### src/rtl/rtc_cal_pkg.sv
package rtc_cal_pkg;

  localparam int ADDR_W = 3;
  localparam int DATA_W = 8;

  localparam logic [ADDR_W-1:0] A_SEC  = 3'd0;
  localparam logic [ADDR_W-1:0] A_MIN  = 3'd1;
  localparam logic [ADDR_W-1:0] A_HOUR = 3'd2;
  localparam logic [ADDR_W-1:0] A_DOW  = 3'd3;
  localparam logic [ADDR_W-1:0] A_DATE = 3'd4;
  localparam logic [ADDR_W-1:0] A_MON  = 3'd5;
  localparam logic [ADDR_W-1:0] A_YEAR = 3'd6;

  localparam int SEC_W  = 7;
  localparam int MIN_W  = 7;
  localparam int HOUR_W = 6;
  localparam int DOW_W  = 4;
  localparam int DATE_W = 6;
  localparam int MON_W  = 5;
  localparam int YEAR_W = 8;

  // BCD year divisible by four: even tens need ones 0/4/8, odd tens need 2/6
  function automatic logic bcd_leap(input logic [7:0] yr);
    logic [3:0] ones;
    ones = yr[3:0];
    if (yr[4]) bcd_leap = (ones == 4'h2) || (ones == 4'h6);
    else       bcd_leap = (ones == 4'h0) || (ones == 4'h4) || (ones == 4'h8);
  endfunction

endpackage

### src/rtl/rtc_bcd_field.sv
module rtc_bcd_field #(
  parameter int           W  = 7,
  parameter logic [W-1:0] LO = '0
) (
  input  logic         clk,
  input  logic         rst_n,
  input  logic         inc_i,
  input  logic         load_i,
  input  logic [W-1:0] load_val_i,
  input  logic [W-1:0] limit_i,
  output logic [W-1:0] val_o
);

  logic [W-1:0] val_q;
  logic [W-1:0] val_d;
  logic [W-1:0] stepped;
  logic         at_limit;

  // Wide fields count in two BCD digits; narrow fields are a single digit
  generate
    if (W > 4) begin : g_bcd
      always_comb begin
        if (val_q[3:0] == 4'h9) stepped = {val_q[W-1:4] + 1'b1, 4'h0};
        else                    stepped = {val_q[W-1:4], val_q[3:0] + 4'h1};
      end
    end else begin : g_bin
      always_comb stepped = val_q + 1'b1;
    end
  endgenerate

  assign at_limit = (val_q == limit_i);

  always_comb begin
    val_d = val_q;
    if (load_i)     val_d = load_val_i;
    else if (inc_i) val_d = at_limit ? LO : stepped;
  end

  always_ff @(posedge clk or negedge rst_n) begin
    if (!rst_n) val_q <= LO;
    else        val_q <= val_d;
  end

  assign val_o = val_q;


  load_prio_chk: assert property (@(posedge clk) disable iff (!rst_n)
    load_i |=> (val_o == $past(load_val_i)));


  wrap_to_low_chk: assert property (@(posedge clk) disable iff (!rst_n)
    (inc_i && !load_i && (val_o == limit_i)) |=> (val_o == LO));


  idle_hold_chk: assert property (@(posedge clk) disable iff (!rst_n)
    (!inc_i && !load_i) |=> $stable(val_o));

endmodule

### src/rtl/rtc_month_len.sv
module rtc_month_len
  import rtc_cal_pkg::*;
(
  input  logic [MON_W-1:0]  month_i,
  input  logic [YEAR_W-1:0] year_i,
  output logic [DATE_W-1:0] last_day_o
);

  always_comb begin
    case (month_i)
      5'h02:                      last_day_o = bcd_leap(year_i) ? 6'h29 : 6'h28;
      5'h04, 5'h06, 5'h09, 5'h11: last_day_o = 6'h30;
      default:                    last_day_o = 6'h31;
    endcase
  end

endmodule

### src/rtl/rtc_bcd_calendar.sv
module rtc_bcd_calendar
  import rtc_cal_pkg::*;
(
  input  logic              clk,
  input  logic              rst_n,
  input  logic              tick_i,
  input  logic              wr_en_i,
  input  logic [ADDR_W-1:0] wr_addr_i,
  input  logic [DATA_W-1:0] wr_data_i,
  input  logic [ADDR_W-1:0] rd_addr_i,
  output logic [DATA_W-1:0] rd_data_o,
  output logic              div_rst_o
);

  localparam int NFIELD = 7;

  logic [NFIELD-1:0] ld;
  logic [SEC_W-1:0]  sec;
  logic [MIN_W-1:0]  min;
  logic [HOUR_W-1:0] hour;
  logic [DOW_W-1:0]  dow;
  logic [DATE_W-1:0] date;
  logic [MON_W-1:0]  mon;
  logic [YEAR_W-1:0] year;
  logic [DATE_W-1:0] last_day;

  logic run_tick, sec_c, min_c, hour_c, date_c, mon_c, year_c;
  logic stop_q, stop_d, cen_q, cen_d, cent_q, cent_d, div_q, div_d;

  // Per-address write decode
  generate
    for (genvar k = 0; k < NFIELD; k++) begin : g_ld
      assign ld[k] = wr_en_i && (wr_addr_i == ADDR_W'(k));
    end
  endgenerate

  // Carry chain; a written field blocks the carry it would pass upward
  assign run_tick = tick_i && !stop_q;
  assign sec_c    = run_tick && !ld[A_SEC]  && (sec  == 7'h59);
  assign min_c    = sec_c    && !ld[A_MIN]  && (min  == 7'h59);
  assign hour_c   = min_c    && !ld[A_HOUR] && (hour == 6'h23);
  assign date_c   = hour_c   && !ld[A_DATE] && (date == last_day);
  assign mon_c    = date_c   && !ld[A_MON]  && (mon  == 5'h12);
  assign year_c   = mon_c    && !ld[A_YEAR] && (year == 8'h99);

  rtc_bcd_field #(.W(SEC_W), .LO(7'h00)) u_sec (
    .clk(clk), .rst_n(rst_n), .inc_i(run_tick), .load_i(ld[A_SEC]),
    .load_val_i(wr_data_i[SEC_W-1:0]), .limit_i(7'h59), .val_o(sec));

  rtc_bcd_field #(.W(MIN_W), .LO(7'h00)) u_min (
    .clk(clk), .rst_n(rst_n), .inc_i(sec_c), .load_i(ld[A_MIN]),
    .load_val_i(wr_data_i[MIN_W-1:0]), .limit_i(7'h59), .val_o(min));

  rtc_bcd_field #(.W(HOUR_W), .LO(6'h00)) u_hour (
    .clk(clk), .rst_n(rst_n), .inc_i(min_c), .load_i(ld[A_HOUR]),
    .load_val_i(wr_data_i[HOUR_W-1:0]), .limit_i(6'h23), .val_o(hour));

  rtc_bcd_field #(.W(DOW_W), .LO(4'h1)) u_dow (
    .clk(clk), .rst_n(rst_n), .inc_i(hour_c), .load_i(ld[A_DOW]),
    .load_val_i({1'b0, wr_data_i[2:0]}), .limit_i(4'h7), .val_o(dow));

  rtc_month_len u_len (
    .month_i(mon), .year_i(year), .last_day_o(last_day));

  rtc_bcd_field #(.W(DATE_W), .LO(6'h01)) u_date (
    .clk(clk), .rst_n(rst_n), .inc_i(hour_c), .load_i(ld[A_DATE]),
    .load_val_i(wr_data_i[DATE_W-1:0]), .limit_i(last_day), .val_o(date));

  rtc_bcd_field #(.W(MON_W), .LO(5'h01)) u_mon (
    .clk(clk), .rst_n(rst_n), .inc_i(date_c), .load_i(ld[A_MON]),
    .load_val_i(wr_data_i[MON_W-1:0]), .limit_i(5'h12), .val_o(mon));

  rtc_bcd_field #(.W(YEAR_W), .LO(8'h00)) u_year (
    .clk(clk), .rst_n(rst_n), .inc_i(mon_c), .load_i(ld[A_YEAR]),
    .load_val_i(wr_data_i), .limit_i(8'h99), .val_o(year));

  // Control bits next state
  always_comb begin
    stop_d = stop_q;
    cen_d  = cen_q;
    cent_d = cent_q;
    div_d  = ld[A_SEC];
    if (ld[A_SEC]) stop_d = wr_data_i[7];
    if (year_c && cen_q) cent_d = !cent_q;
    if (ld[A_HOUR]) begin
      cen_d  = wr_data_i[7];
      cent_d = wr_data_i[6];
    end
  end

  always_ff @(posedge clk or negedge rst_n) begin
    if (!rst_n) begin
      stop_q <= 1'b0;
      cen_q  <= 1'b0;
      cent_q <= 1'b0;
      div_q  <= 1'b0;
    end else begin
      stop_q <= stop_d;
      cen_q  <= cen_d;
      cent_q <= cent_d;
      div_q  <= div_d;
    end
  end

  assign div_rst_o = div_q;

  // Read port
  always_comb begin
    case (rd_addr_i)
      A_SEC:   rd_data_o = {stop_q, sec};
      A_MIN:   rd_data_o = {1'b0, min};
      A_HOUR:  rd_data_o = {cen_q, cent_q, hour};
      A_DOW:   rd_data_o = {4'h0, dow};
      A_DATE:  rd_data_o = {2'b00, date};
      A_MON:   rd_data_o = {3'b000, mon};
      A_YEAR:  rd_data_o = year;
      default: rd_data_o = '0;
    endcase
  end


  stop_freeze_chk: assert property (@(posedge clk) disable iff (!rst_n)
    (stop_q && !wr_en_i) |=> $stable(sec));


  century_hold_chk: assert property (@(posedge clk) disable iff (!rst_n)
    (!cen_q && !ld[A_HOUR]) |=> $stable(cent_q));


  century_flip_chk: assert property (@(posedge clk) disable iff (!rst_n)
    (year_c && cen_q && !ld[A_HOUR]) |=> (cent_q != $past(cent_q)));


  date_range_chk: assert property (@(posedge clk) disable iff (!rst_n)
    (hour_c && !ld[A_DATE] && (date == last_day)) |=> (date == 6'h01));

endmodule

### config.mk
export PLATFORM = sky130hd
export DESIGN_NAME = rtc_bcd_calendar
export DESIGN_NICKNAME = d
export VERILOG_FILES = /design/src/rtl/rtc_cal_pkg.sv /design/src/rtl/rtc_bcd_field.sv /design/src/rtl/rtc_month_len.sv /design/src/rtl/rtc_bcd_calendar.sv
export SDC_FILE = /design/constraint.sdc
export NUM_CORES = 1
export LEC_CHECK = 0
export BUFFER_PORTS_ARGS = -buffer_cell sky130_fd_sc_hd__buf_4
export CAP_MARGIN = 10
export CORE_ASPECT_RATIO = 2
export CORE_MARGIN = 10
export CORE_UTILIZATION = 45
export DETAILED_ROUTE_END_ITERATION = 10
export PLACE_DENSITY = 0.73
export SLEW_MARGIN = 20
export SYNTH_ARGS = -nofsm -noshare
export SYNTH_HDL_FRONTEND = slang
export SYNTH_SLANG_ARGS = --single-unit
export TNS_END_PERCENT = 10
### constraint.sdc
create_clock -name clk -period 2.1 [get_ports clk]
set_input_delay 0.105 -clock clk [delete_from_list [all_inputs] [get_ports clk]]
set_output_delay 0.105 -clock clk [all_outputs]
set_load 0.05 [all_outputs]
Word-level counts from Yosys, hierarchy flattened. Cells that the tools add are included. Widths: inputs -> output; s select.

Mux-type cells: 34. Eq/ne operators: 34. Add/sub/neg operators: 13. Reductions and logical operators: 56.

Operator list (count): $mux 7 (8); $pmux 8 s7 (1); $mux 6 (8); $add 4x1->4 const B (8); $mux 8 (4); $eq 4x4->1 const B (7); $logic_and 1x1->1 (21); $mux 5 (4); $eq 3x3->1 const B (6); $reduce_bool 3->1 (6); $reduce_bool 2->1 (8); $eq 7x7->1 const B (2); $eq 3x2->1 const B (4); $eq 4x3->1 const B (3); $mux 4 (3); $pmux 6 s2 (1); $reduce_and 2->1 (6); $eq 5x3->1 const B (2); $eq 5x5->1 const B (2); $eq 8x8->1 const B (1); $logic_not 1->1 (8); $add 3x1->3 const B (2); $eq 3x1->1 const B (2); $eq 6x6->1 (1); 11 further kinds (19).

Word-level logic and storage cells: 154. Register bits after elaboration: 47. Output and inout port bits: 9.

Longest topological paths before layout. Gate-level depths: netlist of run 1.

Word-level depth: 18. Mapped depth: 9. Depth with buffers taken out: 8.

By module. Synthesis of run 1 repeated with hierarchy kept, for this count alone.

Cells, all modules: 485. Area, all modules: 4264.1 µm².

By module, submodules not included: rtc_bcd_field at u_min ... (seq. area each 175.2 µm², cells an instance 57, area each 523.0 µm², instances 2); rtc_bcd_calendar (seq. area each 100.1 µm², cells an instance 111, area each 819.5 µm², instances 1); rtc_bcd_field at u_year (seq. area each 200.2 µm², cells an instance 67, area each 620.6 µm², instances 1); rtc_bcd_field at u_date (seq. area each 151.4 µm², cells an instance 54, area each 506.7 µm², instances 1); rtc_bcd_field at u_hour (seq. area each 150.1 µm², cells an instance 51, area each 450.4 µm², instances 1); rtc_bcd_field at u_mon (seq. area each 126.4 µm², cells an instance 47, area each 426.7 µm², instances 1); rtc_bcd_field at u_dow (seq. area each 101.3 µm², cells an instance 26, area each 294.0 µm², instances 1); rtc_month_len (seq. area each 0.0 µm², cells an instance 15, area each 100.1 µm², instances 1).

Worst setup path before layout of run 1. No wires, ideal clock.

Kind: in2out. From: in rd_addr_i[1]. To: out rd_data_o[5]. Cell stages on the path: 6. Arrival: 2.185 ns. Data required time: 1.995 ns. Setup slack: -0.190 ns. Buffers on the path: 2. Cell sequence: clkbuf_1 > buf_1 > mux2i_1 > nor2_1 > a21oi_1 > o21ai_0.

Word-level cells in the longest chain between the ends: 2.

Ends and longest elaborated chain: start: declaration (line rtc_bcd_calendar.sv:10) `input logic [ADDR_W-1:0] rd_addr_i,`; $eq 3x3->1 (tied with other cells) (line rtc_bcd_calendar.sv:109) `case (rd_addr_i)`; $pmux 8 s7 * (line rtc_bcd_calendar.sv:109); end: declaration (line rtc_bcd_calendar.sv:11) `output logic [DATA_W-1:0] rd_data_o,`.

Mark *: on every way between the ends. The rest lies on a longest branch, timed or not.

Worst setup path after layout of run 1.
From: reg u_mon.val_q[0], in the netlist u_mon.val_o[0]. To: reg u_mon.val_q[1], in the netlist u_mon.val_o[1].

Word-level cells in the longest chain between the ends: 6.

Ends and longest elaborated chain: start: declaration (line rtc_bcd_field.sv:14) `logic [W-1:0] val_q;`; start signal: assignment (line rtc_bcd_field.sv:41) `else val_q <= val_d;`; $eq 5x3->1 (tied with other cells) (line rtc_month_len.sv:10) `case (month_i)`; $reduce_or 4->1 (line rtc_month_len.sv:10); $pmux 6 s2 (line rtc_month_len.sv:10); $eq 6x6->1 (line rtc_bcd_calendar.sv:42) `assign date_c = hour_c && !ld[A_DATE] && (date == last_day);`; $logic_and 1x1->1 (line rtc_bcd_calendar.sv:42); $reduce_bool 2->1 (no source line).

Parallel ways exist; a longest one is shown, timed or not. The select of a mux whose other input is x is not followed. A chain may end at the register's enable or synchronous reset.

==> key figures, run 1 <==
Place
  • Placed cell count: 586
  • Routability cong.: 0.8651
  • Dpl hpwl: 7683 µm
  • DP Area: 4217 µm²
  • Dpl ws: -0.1670 ns
  • Number of port buffers: 26

Logic synthesis
  • Post-synth ARST share: 100.0%
  • Synth area leader: dfrtp_1
  • Syn avg cell area: 8.282 µm²
  • Number of enable flip-flop cells after synthesis: 0
  • #FFs+latches synth: 47
  • Dominant cells by area after synthesis: dfrtp_1 (31%), nand2_1 (6.4%), o21ai_0 (5.9%), ha_1 (4.9%), mux2i_1 (3.6%)
  • Xor and xnor area share after synthesis: 1.710%
  • Yosys cell types: 62
  • Synth Area in Adders: 4.885%
  • Main synth FF type: dfrtp_1
  • Synth Area in Simple Gates: 27.53%
  • Largest family of logic cells by synthesized area: simple AND/OR/NAND/NOR gates
  • Mapped cell area: 3586 µm²
  • Sequential fraction of the synthesis area: 32.90%
  • Synth Area in Compound Gates: 20.24%
  • Post-synth top area share: 30.70%
  • Post-Syn Instances: 433
  • Multiplexer share of the synthesized area: 7.711%
  • Synth Net Count: 465
  • Ys Warns: 0

Routing
  • Vias per cell: 5.993
  • Final wirelength: 10820 µm
  • Total number of vias: 3608
  • Starting DRT DRC Count: 312
  • Drt wl/cell: 17.97 µm
  • DR pass1 iterations: 5
  • Antenna-violating nets left: 0
  • # DRC: 0

Finish
  • Share of layout cells above drive strength 1: 28.46%
  • FILL cells: 711
  • Cell Count, Final, Fillers Out: 602
  • Layout Nets: 537
  • Post-route cell area: 4606 µm²
  • Area Overhead vs Synth: 28.44%
  • ANT cells: 0

Global routing
  • Global-route wire length before repair: 18050 µm
  • Initial antenna violation count: 0
  • Largest net degree at the start of global routing: 48
  • GRT overflow: 0
  • Number of global-route vias before repair: 3620
  • Total global-route track usage: 17.65%

Run status
  • Status: finished with violations
  • Failing checks: setup timing

Setup path
  • CP arrival: 2.46 ns
  • Slowest cell delay on critical path: 0.43 ns
  • Crit path max-delay family: simple AND/OR/NAND/NOR gates
  • Critical-path cell list: buf_4 -> nor3_2 -> a22oi_1 -> or3_4 -> a211oi_4 -> buf_6 -> mux2_4 -> o211ai_2
  • Worst-path fanout max: 5
  • Req. time, crit path: 2.31 ns
  • Reg2Reg Setup Slack: -0.15 ns
  • Crit end category: register
  • Critical path class: register to register
  • Critical path's slowest cell: or3_4
  • Setup crit start kind: register
  • CP Depth: 8
  • Crit path buf inv count: 2
  • Worst Reg-to-Reg Cells: 8

Floorplan
  • Placement Rows: 46
  • Die Span Y: 146.2 µm
  • Initial Utilization: 45.81%
  • Die ar.: 12160 µm²
  • Ports: 27
  • Die Width: 83.12 µm
  • Core area: 7828 µm²

Timing
  • Sum Neg Setup Slack: -1.329 ns
  • RSZ-0062 raised after global routing: true
  • Final WS setup: -0.1524 ns
  • Max Freq: 444.0 MHz
  • Final hold violation count: 0
  • Tightest Pin Transition: 0.7279 ns
  • Count of final setup violators: 15
  • Clock Skews: 0.01215 ns
  • Final Cycle Share: 107.3%
  • Slew headroom: 50.81%
  • Clock period minus worst slack: 2.252 ns
  • Hold slack: 0.05192 ns
  • Count of pins over their slew limit: 0

Clocking
  • CTS buffer count: 5
  • Clock sink count: 47
  • H-tree depth: 2
  • CTS clk-pin slew, worst paths: 0.07 ns
  • Clk_lat worst skew: 0.30 ns
  • CTS tree: yes
  • CTS Buffer Depth: 2
  • Root Buffer Master: clkbuf_16

Pwr
  • Power Density: 831.8 nW/µm²
  • Sequential power share: 34.0%
  • Clk pwr share: 24.1%
  • Switching share of total power: 36.31%
  • Static leakage: 1.981 nW
  • Combinational power share: 41.9%
  • Int Power: 2.440 mW
  • Worst vdd ir: 542.9 µV
  • NetSw: 1.391 mW

Hold path
  • Hold Path Class: input pin to register
  • Hold path depth: 3

Job
  • Max Cap Violations: 0
registers in the layout, indices dropped and copies added (netlist names), 4 cells and up:
register	count
u_hour.val_o	6
u_mon.val_o	5
u_min.val_o	7
u_sec.val_o	7
u_dow.val_o	4
u_date.val_o	6
u_year.val_o	8
worst paths after layout:
check,startpoint,to
hold / removal,wr_data_i[7],stop_q
min in group asynchronous,rst_n,u_min.val_o[6]
hold reg to reg,cen_q,cen_q
setup reg to reg,u_mon.val_o[0],u_mon.val_o[1]
setup / recovery,u_mon.val_o[0],u_mon.val_o[1]
max in group asynchronous,rst_n,u_mon.val_o[4]
layout by cell type (no fill, tap or decap), drive strengths merged, types with 11 or more instances in the layout:
cell   count
nand3     18
mux2i     13
buf       91
ha        14
dfrtp     44
o21ai     44
a21oi     25
nor2      27
nor3      16
nand2     61
inv       16
a31oi     11
tightest hold or removal path, stage by stage:
cell,delay (ns)
buf_4,0.11
nand2_1,0.05
nand2_1,0.05
synth_stat cells, drive strengths merged (2+ instances only):
library cell	count
nand3b	9
nor2	27
o211ai	3
a31o	2
and3	4
nand4b	6
nand2	61
or3	4
nor2b	5
dfrtp	44
mux4	4
a211o	4
a221o	4
o311ai	2
nand3	18
mux2	5
or2	2
buf	7
a22oi	3
a221oi	2
nand2b	5
nor4	6
o21ai	44
a211oi	4
ha	14
mux2i	13
dfstp	3
nor3b	8
clkbuf	20
a31oi	11
xnor2	3
a21oi	25
nor3	16
inv	16
and2	3
a21o	2
xor2	4
nor4bb	2
nand4	5
power by group through the flow:
stage	Sequential [mW]	Combinational, mW	Clock, mW
CTS	1.28	1.53	0.940
global placement	1.29	1.45	0
global route	1.33	1.78	0.964
finish	1.30	1.61	0.923
detailed placement	1.30	1.48	0
floorplan	1.31	0.848	0
what timing repair did:
item,CTS,global route
endpoints found under the setup margin,15,28
setup buffers,4,3
hold buffers,1,0
gates resized for setup,14,23
pin swaps,9,11
endpoints found under the hold margin,44,0
metal layers:
| layer | wire [µm] | GRT usage [%] | part of all wire, % |
|---|---|---|---|
| met5 | 0 | 0 | 0 |
| met4 | 312 | 8.647 | 2.9 |
| met3 | 632 | 3.120 | 5.8 |
| met2 | 5240 | 28.49 | 48 |
| met1 | 4630 | 21.88 | 43 |
cells by family (layout without fill, tap and decap cells):
| family | Yosys count | in the layout |
|---|---|---|
| muxes | 22 | 22 |
| AOI/OAI and AO/OA | 113 | 113 |
| adders and majority gates | 14 | 14 |
| buffers and inverters | 43 | 116 |
| and+or+nand+nor | 187 | 187 |
| DFF | 47 | 47 |
| xor gates and xnor gates | 7 | 7 |
through the flow:
step                util, %  power (mW)
floorplan                 -       2.153
global placement      53.87       2.738
detailed placement    53.87       2.776
CTS                   57.21       3.750
global route          58.84       4.068
finish                58.84       3.831
final cells by class:
cell class / instances / area (µm²) / area share [%]
Clock buffer: 6 / 128.9 / 2.798
Clock inverter: 2 / 37.54 / 0.8150
Inverter: 16 / 60.06 / 1.304
Multi-Input combinational cell: 343 / 2370 / 51.45
Sequential cell: 47 / 1181 / 25.65
Tap cell: 96 / 120.1 / 2.608
Timing Repair Buffer: 92 / 708.2 / 15.38
Power figures use the tool's default switching activity.
==> inputs of run 2 (changes only) <==
--- a/config.mk
+++ b/config.mk
@@ -11,7 +11,6 @@
 export CORE_MARGIN = 10
 export CORE_UTILIZATION = 45
 export DETAILED_ROUTE_END_ITERATION = 10
-export PLACE_DENSITY = 0.73
 export SLEW_MARGIN = 20
 export SYNTH_ARGS = -nofsm -noshare
 export SYNTH_HDL_FRONTEND = slang
==> run 2 against run 1 <==
The flow still finishes with violations (setup timing). Non-clock buffer count grew 7. Cell area fell by 1.0%. Die area is the same. Clock power decreased by 2%. Fmax down 3.5%. Utilization decreased by 0.61 points. Register-to-register slack worse by 0.08 ns. Global-route usage up 1.0 points. Via count up 2.3%. Highest routed layer unchanged.
==> key figures, run 2 (same netlist as run 1, synthesis figures left out) <==
Place
  • Routability cong.: 0.9320
  • Dpl hpwl: 8599 µm
  • Dpl ws: -0.1645 ns
  • Placed cell count: 597
  • Number of port buffers: 26

Setup path
  • Crit path to: u_mon.val_o[1]
  • CP arrival: 2.55 ns
  • Worst-path fanout max: 5
  • Crit path max-delay family: simple AND/OR/NAND/NOR gates
  • Crit path buf inv count: 2
  • Critical-path cell list: buf_4 -> nor3b_1 -> a22oi_1 -> or3_1 -> a211oi_2 -> buf_4 -> mux2_2 -> o211ai_2
  • Crit end category: register
  • Req. time, crit path: 2.31 ns
  • CP Depth: 8
  • Worst Reg-to-Reg Cells: 8
  • Critical path's slowest cell: dfrtp_1
  • Critical Path Start: u_mon.val_o[1]
  • Slowest cell delay on critical path: 0.41 ns
  • Setup crit start kind: register
  • Critical path class: register to register
  • Reg2Reg Setup Slack: -0.23 ns
  • Cell mode on critical path: buf_4
  • Worst r2r dst: u_mon.val_o[1]
  • Critical register-to-register path startpoint: u_mon.val_o[1]

Finish
  • Reg area: 1181 µm²
  • Leading cell type in the layout, fill and taps excluded: buf_4
  • Share of layout cells above drive strength 1: 27.10%
  • Area occupied by multi-input gates: 2288 µm²
  • Most frequent cells in the layout: buf_4 (98), nand2_1 (60), dfrtp_1 (43)
  • Layout Nets: 544
  • Util after Layout: 58.23%
  • ANT cells: 0
  • Cell Count, Final, Fillers Out: 609
  • Max reg flops: 8
  • Area Overhead vs Synth: 27.11%
  • FILL cells: 740

Timing
  • Final Cycle Share: 111.1%
  • Slew headroom: 56.69%
  • Count of pins over their slew limit: 0
  • Tightest Pin Transition: 0.6497 ns
  • Max Freq: 428.7 MHz
  • Final hold violation count: 0
  • RSZ-0062 raised after global routing: true
  • Clock period minus worst slack: 2.333 ns
  • Final WS setup: -0.2329 ns
  • Hold slack: 0.04560 ns
  • Count of final setup violators: 16
  • Clock Skews: 0.007156 ns

Routing
  • Vias per cell: 6.062
  • Final wirelength: 11430 µm
  • Total number of vias: 3692
  • DR pass1 iterations: 5
  • # DRC: 0
  • Antenna-violating nets left: 0
  • Starting DRT DRC Count: 328
  • Drt wl/cell: 18.76 µm

Run status
  • Status: finished with violations
  • Failing checks: setup timing

Clocking
  • CTS clk-pin slew, worst paths: 0.07 ns
  • Clock sink count: 47
  • CTS tree: yes
  • Root Buffer Master: clkbuf_16
  • CTS Buffer Depth: 2
  • Clk_lat worst skew: 0.29 ns
  • CTS buffer count: 5
  • H-tree depth: 2

Global routing
  • Number of global-route vias before repair: 3784
  • Global-route wire length before repair: 18780 µm
  • Total global-route track usage: 18.67%
  • GRT overflow: 0
  • Initial antenna violation count: 0
  • Largest net degree at the start of global routing: 48

Floorplan
  • Ports: 27
  • Die Span Y: 146.2 µm
  • Die Width: 83.12 µm
  • Die ar.: 12160 µm²
  • Initial Utilization: 45.81%
  • Placement Rows: 46
  • Core area: 7828 µm²

Pwr
  • Power Density: 830.2 nW/µm²
  • Power, Total: 3.784 mW
  • Worst vdd ir: 563.7 µV
  • Static leakage: 1.978 nW

Hold path
  • Hold Path Class: input pin to register

Job
  • Max Cap Violations: 0
run 2: changes by cell type in the layout (fill, tap and decap cells not counted), sizes merged:
cell,previous run,this run
buf,91,98
clkbuf,6,7
clkinvlp,1,0
run 2: final cells by class:
type / instances / area share [%]
Clock buffer: 7 / 2.910
Multi-Input combinational cell: 343 / 50.21
Inverter: 16 / 1.318
Clock inverter: 1 / 0.6588
Tap cell: 96 / 2.635
Timing Repair Buffer: 99 / 16.36
Sequential cell: 47 / 25.91
run 2: metrics by stage:
step,setup TNS (ns),area (µm²)
2_1_floorplan,-0.4175,3586
3_3_place_gp,-0.5598,4299
3_5_place_dp,-1.197,4299
4_1_cts,-1.556,4478
5_1_grt,-3.531,4558
6_report,-1.982,4558
run 2: repair_timing:
action,4_1_cts,5_1_grt
pin swaps,4,4
endpoints found under the hold margin,44,0
endpoints found under the setup margin,16,30
hold buffers,1,0
gates cloned,0,0
gates resized for setup,3,13
buffers inserted,0,3
run 2: worst min-delay path, delay by kind of cell:
kind          cells  cell delay, ns
buf+inv           1            0.11
simple gates      2            0.10
run 2: power breakdown:
group	switching (mW)	leakage (nW)	internal, mW	total (mW)
sequential	0.180	0.550	1.12	1.30
clock	0.344	0.0781	0.564	0.908
combinational	0.835	1.35	0.746	1.58
run 2: layer usage:
layer  routed length (µm)  track usage, %  vias to the layer above  part of all wire, %
met5                    0               0                        -                    0
met4                  503           11.22                        0                  4.4
met3                  491           2.897                       32                  4.3
met2                 5742           31.87                      123                   50
met1                 4687           21.12                     1795                   41
li1                     -               -                     1742                    -
run 2: worst min path at each step:
stage | start | endpoint | slack (ns) | cells after the start
after floorplan | rst_n | cen_q | -0.19 | 0
after global placement | rst_n | div_rst_o | 0.17 | 1
after detailed placement | rst_n | div_rst_o | 0.17 | 1
after CTS | wr_data_i[7] | cen_q | 0.04 | 3
after global routing | wr_data_i[7] | cen_q | 0.06 | 3
final | wr_data_i[7] | cen_q | 0.05 | 3
